File: src/rtl/spi_win_pkg.sv
package spi_win_pkg;
  localparam int BYTE_W = 8;

  localparam logic [15:0] ADDR_SPI_RX  = 16'hFEAB;
  localparam logic [15:0] ADDR_SPI_CMD = 16'hFEAC;
  localparam logic [15:0] ADDR_SPI_CFG = 16'hFEAD;
  localparam logic [15:0] ADDR_HW_VER  = 16'hFF00;
  localparam logic [15:0] ADDR_EDI_ID  = 16'hFF24;

  localparam int CFG_CS_BIT   = 4;
  localparam int CFG_WEN_BIT  = 3;
  localparam int CFG_BUSY_BIT = 1;
  localparam int CFG_CHK_BIT  = 0;

  localparam logic [1:0] PORT_HI   = 2'd1;
  localparam logic [1:0] PORT_LO   = 2'd2;
  localparam logic [1:0] PORT_DATA = 2'd3;

  typedef struct packed {
    logic cs_force;
    logic wr_en;
    logic busy_chk;
  } cfg_t;
endpackage

File: src/rtl/spi_win_window.sv
module spi_win_window
  import spi_win_pkg::*;
(
  input  logic                clk_i,
  input  logic                rst_ni,
  input  logic                host_wr_i,
  input  logic [1:0]          host_port_i,
  input  logic [BYTE_W-1:0]   host_wdata_i,
  input  logic [BYTE_W-1:0]   reg_rdata_i,
  output logic [2*BYTE_W-1:0] addr_o,
  output logic                reg_wr_o,
  output logic [BYTE_W-1:0]   host_rdata_o
);
  logic [BYTE_W-1:0] hi_q, lo_q;

  always_ff @(posedge clk_i or negedge rst_ni) begin
    if (!rst_ni) begin
      hi_q <= '0;
      lo_q <= '0;
    end else if (host_wr_i) begin
      if (host_port_i == PORT_HI) hi_q <= host_wdata_i;
      if (host_port_i == PORT_LO) lo_q <= host_wdata_i;
    end
  end

  assign addr_o   = {hi_q, lo_q};
  assign reg_wr_o = host_wr_i && (host_port_i == PORT_DATA);

  always_comb begin
    case (host_port_i)
      PORT_HI:   host_rdata_o = hi_q;
      PORT_LO:   host_rdata_o = lo_q;
      PORT_DATA: host_rdata_o = reg_rdata_i;
      default:   host_rdata_o = '0;
    endcase
  end
endmodule

File: src/rtl/spi_win_regs.sv
module spi_win_regs
  import spi_win_pkg::*;
#(
  parameter logic [BYTE_W-1:0] HW_VER = 8'h3C,
  parameter logic [BYTE_W-1:0] EDI_ID = 8'h51
) (
  input  logic                clk_i,
  input  logic                rst_ni,
  input  logic [2*BYTE_W-1:0] addr_i,
  input  logic                reg_wr_i,
  input  logic [BYTE_W-1:0]   wdata_i,
  input  logic                busy_i,
  input  logic [BYTE_W-1:0]   rx_i,
  output cfg_t                cfg_o,
  output logic                cmd_wr_o,
  output logic [BYTE_W-1:0]   cmd_byte_o,
  output logic [BYTE_W-1:0]   rdata_o
);
  cfg_t cfg_q;

  always_ff @(posedge clk_i or negedge rst_ni) begin
    if (!rst_ni) begin
      cfg_q <= '0;
    end else if (reg_wr_i && addr_i == ADDR_SPI_CFG) begin
      cfg_q.cs_force <= wdata_i[CFG_CS_BIT];
      cfg_q.wr_en    <= wdata_i[CFG_WEN_BIT];
      cfg_q.busy_chk <= wdata_i[CFG_CHK_BIT];
    end
  end

  assign cfg_o      = cfg_q;
  assign cmd_wr_o   = reg_wr_i && (addr_i == ADDR_SPI_CMD);
  assign cmd_byte_o = wdata_i;

  logic [BYTE_W-1:0] cfg_view;
  always_comb begin
    cfg_view               = '0;
    cfg_view[CFG_CS_BIT]   = cfg_q.cs_force;
    cfg_view[CFG_WEN_BIT]  = cfg_q.wr_en;
    cfg_view[CFG_CHK_BIT]  = cfg_q.busy_chk;
    cfg_view[CFG_BUSY_BIT] = busy_i && cfg_q.busy_chk;
  end

  always_comb begin
    case (addr_i)
      ADDR_SPI_RX:  rdata_o = rx_i;
      ADDR_SPI_CFG: rdata_o = cfg_view;
      ADDR_HW_VER:  rdata_o = HW_VER;
      ADDR_EDI_ID:  rdata_o = EDI_ID;
      default:      rdata_o = '0;
    endcase
  end
endmodule

File: src/rtl/spi_win_shifter.sv
module spi_win_shifter
  import spi_win_pkg::*;
#(
  parameter int DIV_HALF = 2
) (
  input  logic              clk_i,
  input  logic              rst_ni,
  input  logic              start_i,
  input  logic [BYTE_W-1:0] tx_i,
  input  logic              miso_i,
  output logic              busy_o,
  output logic              sclk_o,
  output logic              mosi_o,
  output logic [BYTE_W-1:0] rx_o
);
  localparam int BIT_W = $clog2(BYTE_W);

  logic [BYTE_W-1:0] tx_q, rx_q;
  logic [BIT_W-1:0]  bit_q;
  logic              busy_q, sclk_q, tick;

  // half-period tick; divider counter elided for the undivided variant
  generate
    if (DIV_HALF <= 1) begin : g_nodiv
      assign tick = busy_q;
    end else begin : g_div
      localparam int CNT_W = $clog2(DIV_HALF);
      logic [CNT_W-1:0] cnt_q;
      always_ff @(posedge clk_i or negedge rst_ni) begin
        if (!rst_ni)                             cnt_q <= '0;
        else if (!busy_q)                        cnt_q <= '0;
        else if (cnt_q == CNT_W'(DIV_HALF - 1))  cnt_q <= '0;
        else                                     cnt_q <= cnt_q + 1'b1;
      end
      assign tick = busy_q && (cnt_q == CNT_W'(DIV_HALF - 1));
    end
  endgenerate

  always_ff @(posedge clk_i or negedge rst_ni) begin
    if (!rst_ni) begin
      busy_q <= 1'b0;
      sclk_q <= 1'b0;
      bit_q  <= '0;
      tx_q   <= '0;
      rx_q   <= '0;
    end else if (start_i) begin
      busy_q <= 1'b1;
      sclk_q <= 1'b0;
      bit_q  <= '0;
      tx_q   <= tx_i;
    end else if (tick) begin
      if (!sclk_q) begin
        sclk_q <= 1'b1;
        rx_q   <= {rx_q[BYTE_W-2:0], miso_i};
      end else begin
        sclk_q <= 1'b0;
        if (bit_q == BIT_W'(BYTE_W - 1)) begin
          busy_q <= 1'b0;
        end else begin
          bit_q <= bit_q + 1'b1;
          tx_q  <= {tx_q[BYTE_W-2:0], 1'b0};
        end
      end
    end
  end

  assign busy_o = busy_q;
  assign sclk_o = sclk_q;
  assign mosi_o = tx_q[BYTE_W-1];
  assign rx_o   = rx_q;
endmodule

File: src/rtl/spi_window_engine.sv
module spi_window_engine
  import spi_win_pkg::*;
#(
  parameter logic [7:0] HW_VER   = 8'h3C,
  parameter logic [7:0] EDI_ID   = 8'h51,
  parameter int         DIV_HALF = 2
) (
  input  logic       clk_i,
  input  logic       rst_ni,
  input  logic       host_wr_i,
  input  logic [1:0] host_port_i,
  input  logic [7:0] host_wdata_i,
  output logic [7:0] host_rdata_o,
  output logic       sclk_o,
  output logic       mosi_o,
  input  logic       miso_i,
  output logic       cs_no
);
  logic [2*BYTE_W-1:0] addr;
  logic                reg_wr, cmd_wr, busy, start;
  logic [BYTE_W-1:0]   reg_rdata, cmd_byte, rx_byte;
  cfg_t                cfg;

  spi_win_window u_window (
    .clk_i        (clk_i),
    .rst_ni       (rst_ni),
    .host_wr_i    (host_wr_i),
    .host_port_i  (host_port_i),
    .host_wdata_i (host_wdata_i),
    .reg_rdata_i  (reg_rdata),
    .addr_o       (addr),
    .reg_wr_o     (reg_wr),
    .host_rdata_o (host_rdata_o)
  );

  spi_win_regs #(.HW_VER(HW_VER), .EDI_ID(EDI_ID)) u_regs (
    .clk_i      (clk_i),
    .rst_ni     (rst_ni),
    .addr_i     (addr),
    .reg_wr_i   (reg_wr),
    .wdata_i    (host_wdata_i),
    .busy_i     (busy),
    .rx_i       (rx_byte),
    .cfg_o      (cfg),
    .cmd_wr_o   (cmd_wr),
    .cmd_byte_o (cmd_byte),
    .rdata_o    (reg_rdata)
  );

  // a start needs write enable and an idle shifter
  assign start = cmd_wr && cfg.wr_en && !busy;

  spi_win_shifter #(.DIV_HALF(DIV_HALF)) u_shift (
    .clk_i   (clk_i),
    .rst_ni  (rst_ni),
    .start_i (start),
    .tx_i    (cmd_byte),
    .miso_i  (miso_i),
    .busy_o  (busy),
    .sclk_o  (sclk_o),
    .mosi_o  (mosi_o),
    .rx_o    (rx_byte)
  );

  assign cs_no = ~cfg.cs_force;
endmodule

File: config.mk
export PLATFORM = sky130hd
export DESIGN_NAME = spi_window_engine
export DESIGN_NICKNAME = d
export VERILOG_FILES = /design/src/rtl/spi_win_pkg.sv /design/src/rtl/spi_win_window.sv /design/src/rtl/spi_win_regs.sv /design/src/rtl/spi_win_shifter.sv /design/src/rtl/spi_window_engine.sv
export SDC_FILE = /design/constraint.sdc
export NUM_CORES = 1
export LEC_CHECK = 0
export CAP_MARGIN = 20
export CORE_MARGIN = 2
export CORE_UTILIZATION = 56
export CTS_CLUSTER_DIAMETER = 80
export CTS_CLUSTER_SIZE = 14
export DETAILED_ROUTE_END_ITERATION = 12
export DONT_BUFFER_PORTS = 1
export PLACE_DENSITY = 0.74
export SYNTH_ARGS = -nofsm -noshare
export SYNTH_HDL_FRONTEND = slang
export SYNTH_SLANG_ARGS = --single-unit
File: constraint.sdc
create_clock -name clk_i -period 2 [get_ports clk_i]
set_input_delay 0.4 -clock clk_i [delete_from_list [all_inputs] [get_ports clk_i]]
set_output_delay 0.4 -clock clk_i [all_outputs]
set_load 0.01 [all_outputs]
# After elaboration in Yosys (flattened, before gate mapping)
# Index checks and enable logic that the tools add are counted.
[word_totals]
output_inout_bits = 11
latchBits = 0
register_bits = 41
mem_bits_rw = 0
rom_bits = 0
n_memories = 0
inputBits = 14
[classes]
n_mul = 0
reduce_logical = 16
div_mod_pow = 0
n_lt_le_gt_ge = 0
bitwise_logic = 3
eq_ne = 10
add_sub_neg = 2
n_shift = 0
n_mux = 19
[ops]
columns = ["cell", "n"]
rows = [
  ["equality test 16 bit (second input constant)", 5],
  ["two-way mux 8 bit", 4],
  ["case mux 8 bit (4 select lines)", 1],
  ["case mux 8 bit (3 select lines)", 1],
  ["two-way mux 3 bit", 4],
  ["two-way mux 1 bit", 9],
  ["AND reduction 3 bit", 3],
  ["logical AND 1 bit", 7],
  ["nonzero test 2 bit", 3],
  ["equality test 2 bit (second input constant)", 2],
  ["AND reduction 2 bit", 2],
  ["adder 3 x 1 -> 3 bit (second input constant)", 1],
  ["equality test 3 bit (second input constant)", 1],
  ["inverter 1 bit", 3],
  ["equality test 2 x 1 -> 1 bit (second input constant)", 1],
  ["inequality test 2 bit (second input constant)", 1],
  ["adder 1 bit (second input constant)", 1],
  ["zero test 1 bit", 1],
]

# Longest topological paths before layout
[depth]
ltp_word = 7
mapped_depth = 6

# By module
# From an unflattened synthesis, not the netlist that was laid out.
[hier_totals]
hier_cells = 177
area_unflattened_um2 = 2175.8
[modules_own_cells]
columns = ["module", "cells_per_inst", "n_inst", "area_per_inst_um2"]
rows = [
  ["spi_win_shifter", 73, 1, 925.9],
  ["spi_win_window", 55, 1, 824.5],
  ["spi_win_regs", 47, 1, 412.9],
  ["spi_window_engine", 2, 1, 12.5],
]

# Least setup slack after synthesis
# No wires, ideal clock.
[synth_path]
path_type = "reg-to-output"
startpoint = "register u_window.lo_q[1]"
endpoint = "output host_rdata_o[0]"
path_buffers = 0
setup_slack_ns = -0.187
t_required_ns = 1.600
path_stages_with_launch = 5
arrival_time_ns = 1.787
cell_sequence = "dfrtp_1 or4b_1 nor4_1 a32oi_1 o21ai_0"
[synth_via]
elab_chain_len = 3
word_cells_on_any_way = 6
[synth_rtl]
columns = ["element", "line", "rtl"]
rows = [
  ["start, declared", "spi_win_window.sv:14", "logic [BYTE_W-1:0] hi_q, lo_q;"],
  ["start signal, assigned", "spi_win_window.sv:22", "if (host_port_i == PORT_LO) lo_q <= host_wdata_i;"],
  ["equality test 16 bit", "spi_win_regs.sv:45", "case (addr_i)"],
  ["case mux 8 bit (4 select lines) *", "spi_win_regs.sv:45", ""],
  ["case mux 8 bit (3 select lines) *", "spi_win_window.sv:30", "case (host_port_i)"],
  ["end, declared", "spi_window_engine.sv:13", "output logic [7:0] host_rdata_o,"],
]
# Every way passes the cells marked *; elsewhere a longest branch is shown, timed or not.

# Final worst setup path
[layout_path]
startpoint = "register u_window.lo_q[3]"
endpoint = "output host_rdata_o[2]"
# The elaborated chain is that of the path after synthesis.

==> run_results.csv <==
group,metric,value,unit
synthesis,post_synth_most_frequent_cells,"41 x sky130_fd_sc_hd__dfrtp_1, 35 x sky130_fd_sc_hd__mux2_2, 9 x sky130_fd_sc_hd__nand2_1",
synthesis,synth.yosys.seq_area_share,0.488,
worst_setup_path,critPathArrivalTime,1970,ps
worst_setup_path,worst_r2r_path_depth,5,
worst_setup_path,ff2ff_setup_slack,-30,ps
clock_network,clk_latency,300,ps
worst_setup_path,crit_family,"simple AND/OR/NAND/NOR gates",
grt,number_of_antenna_violations_at_the_first_check_in_global_routing,0,
drt,post_drt_wl_per_cell,20.2,um
die,core,3630,um2
grt,global_route.overflow_total,0,
synthesis,ys.warnings.count,0,
synthesis,cell_count_after_synthesis,169,
synthesis,async_flop_share,1.00,
die,initial_utilization,0.579,
sta,report.final.hold_viol_count,0,
drt,drt_wl_total,4860,um
worst_setup_path,timing.critical_path.required,1600,ps
sta,fraction_of_the_cycle_the_final_worst_path_needs,1.19,
power_and_ir_drop,static-leakage-power,1.17,nW
worst_setup_path,rr_endpoint,"u_regs.cfg_o[1]",
sta,setup-tns-final,-2570,ps
worst_setup_path,critical-path-max-stage-delay,560,ps
min_path,min-delay-path-class,"input port to register",
clock_network,cts-root-buf,"sky130_fd_sc_hd__clkbuf_8",
synthesis,synth_area_leader_cell,"sky130_fd_sc_hd__dfrtp_1",
placed_design,dpl.hpwl,3260,um
final_layout,final_util,0.694,
clock_network,clock-sinks,41,
sta,fin_skew,3.04,ps
min_path,hold_path_depth,1,
clock_network,cts_tree,"built",
final_layout,post_synthesis_to_final_layout_area_growth,19.8,%
worst_setup_path,critical_path.n_buffers_inverters,1,
die,ioPinCount,25,
synthesis,synth_top_cell_area_share,0.488,
synthesis,synth_enable_flop_cells,0,
synthesis,synthFlopType,"sky130_fd_sc_hd__dfrtp_1",
power_and_ir_drop,power-per-cell-area,790,nW/um2
die,placementRows,22,
grt,grt_pass1_wl,7560,um
worst_setup_path,path_depth,5,
sta,slew_headroom,0.551,
sta,final-setup-viol-count,12,
sta,fmaxAchievable,0.422,GHz
worst_setup_path,setup.worst_path.start,"u_window.lo_q[3]",
synthesis,ys_seq_elements,41,
drt,vias,1496,
placed_design,placement.io_buffers,0,
outcome,outcome,"finished, violations left",
worst_setup_path,worst_path_cell_chain,"or4b_4 > nor4_4 > buf_4 > and3_4 > a211o_1",
worst_setup_path,startpoint_type,"register",
clock_network,number_of_buffers_between_clock_root_and_the_deepest_sink,2,
synthesis,syn_area_per_cell,12.4,um2
die,die_x,65.3,um
placed_design,dp_worst_setup_slack,-118,ps
final_layout,drive_above_1_share,0.461,
clock_network,cts-buffers-inserted,5,
clock_network,cts.reportedPaths.clkPinSlew,80,ps
worst_setup_path,cp_slowest_cell,"sky130_fd_sc_hd__or4b_4",
drt,ant_nets,0,
drt,drt_pass1_iterations,4,
run,maxCapViolCount,0,
sta,min_period,2370,ps
synthesis,synthesis.nets,185,
worst_setup_path,worst-path-max-fanout,4,
synthesis,synth_area,2100,um2
final_layout,nets,208,
die,design.die.area,4260,um2
sta,grt_setup_unrepaired,"yes",
placed_design,gp_congestion,0.909,
worst_setup_path,criticalPathCategory,"register to primary output",
synthesis,synth_area_leaders,"sky130_fd_sc_hd__dfrtp_1 49%, sky130_fd_sc_hd__mux2_2 19%, sky130_fd_sc_hd__mux2_4 2.9%",
final_layout,fin_cells,241,
grt,gr-usage-all-layers,0.243,
drt,initialDrtViolationCount,74,
sta,final.hold.worst_slack,242,ps
worst_setup_path,kind_of_capture_point_of_the_worst_setup_path,"primary output",
die,dieHeight,65.3,um
outcome,failed_checks,"setup timing",
drt,drcViolationCount,0,
power_and_ir_drop,peak_ir_drop_on_the_vdd_network,0.523,mV
sta,finalWorstSetupSlack,-370,ps
synthesis,yosysUniqueCellTypes,41,
sta,slew_viol_final,0,
grt,first_global_vias,1510,
drt,vias_per_cell,6.21,
worst_setup_path,reg_to_reg_start,"u_window.lo_q[6]",
worst_setup_path,worst_setup_path_endpoint,"host_rdata_o[2]",
clock_network,cts_htree_levels,2,
placed_design,placed_cells,226,
synthesis,synth_most_common_cell,"sky130_fd_sc_hd__dfrtp_1",
final_layout,antenna_cells,0,
sta,worst-slew-pin-transition,673,ps
grt,grt_start_max_net_pins,42,
sequential cells by signal, summed over array words and instances (netlist names):
signal / flops
u_shift.rx_o: 8
u_shift.bit_q: 3
u_shift.tx_q: 8
u_shift.sclk_o: 1
u_window.lo_q: 8
u_shift.busy_o: 1
u_window.hi_q: 8
u_regs.cfg_o: 3
u_shift.g_div.cnt_q: 1
stage by stage:
step | total power (W) | area, um2
2_1_floorplan | 0.00112 | 2110
3_3_place_gp | 0.00122 | 2270
3_5_place_dp | 0.00124 | 2270
4_1_cts | 0.00197 | 2490
5_1_grt | 0.00206 | 2520
6_report | 0.00199 | 2520
layout make-up:
class,instances,area (um2)
multi-input combinational,118,1100
sequential,41,1030
inverter,2,7.51
timing repair buffer,24,208
tap,48,60.1
clock buffer,7,86.3
fill,257,1110
clock inverter,1,30.0
power breakdown:
part / leakage, nW / switching [W] / internal (W)
registers: 0.512 / 0.0000603 / 0.000890
clock network: 0.0585 / 0.000291 / 0.000407
logic: 0.604 / 0.000174 / 0.000168
repair_timing:
item / in CTS / in global routing
pin swaps: 12 / 5
endpoints found under the setup margin: 12 / 18
hold buffers: 2 / 0
hold endpoints to repair: 41 / 0
gates resized for setup: 14 / 5
setup buffers: 3 / 3
layout by cell type, fill, tap and decap left out, types with 2 or more instances in the layout:
cell                       synthesis  layout
sky130_fd_sc_hd__a22o_1            6       6
sky130_fd_sc_hd__xor2_1            2       2
sky130_fd_sc_hd__a211o_1           2       2
sky130_fd_sc_hd__nand2_1           9       8
sky130_fd_sc_hd__ha_1              2       2
sky130_fd_sc_hd__inv_1             2       2
sky130_fd_sc_hd__o21ai_2           0       3
sky130_fd_sc_hd__nand4b_1          2       2
sky130_fd_sc_hd__nor4_4            2       3
sky130_fd_sc_hd__mux2i_1           3       3
sky130_fd_sc_hd__mux2_2           35      32
sky130_fd_sc_hd__nor2b_1           5       4
sky130_fd_sc_hd__nand3_1           4       2
sky130_fd_sc_hd__o21ai_0           6       2
sky130_fd_sc_hd__buf_4             1      21
sky130_fd_sc_hd__clkbuf_8          0       6
sky130_fd_sc_hd__dfrtp_1          41      41
sky130_fd_sc_hd__or3_4             2       2
sky130_fd_sc_hd__a22oi_1           7       7
sky130_fd_sc_hd__nand3_2           0       2
sky130_fd_sc_hd__mux2_4            4       7
sky130_fd_sc_hd__nor2_1            5       5
sky130_fd_sc_hd__buf_12            0       2
sky130_fd_sc_hd__nand4_1           3       3
cell families (layout without fill, tap and decap cells):
logic type | Yosys count | count (layout) | share of synthesized area
compound gates | 27 | 27 | 0.0952
xor+xnor | 3 | 3 | 0.0125
fa+ha+maj | 2 | 2 | 0.0119
buf+inv | 10 | 34 | 0.0244
flops | 41 | 41 | 0.488
mux | 42 | 42 | 0.230
simple gates | 44 | 44 | 0.138
how the worst min path moves through the flow:
stage	from	to	slack [ps]
after floorplan	rst_ni	u_regs.cfg_o[0]	100
after global placement	rst_ni	u_shift.rx_o[5]	110
after global routing	host_wdata_i[6]	u_shift.tx_q[6]	230
final	host_wdata_i[4]	u_window.lo_q[4]	240
after detailed placement	rst_ni	u_shift.rx_o[5]	110
after CTS	host_wdata_i[4]	u_window.lo_q[4]	240
routing by layer:
layer / global-route usage / part of all wire
met3: 0.0651 / 0.036
met4: 0.109 / 0.017
met1: 0.289 / 0.43
met2: 0.412 / 0.52
met5: 0 / 0
Note: power is estimated with default switching activity, not from simulation.
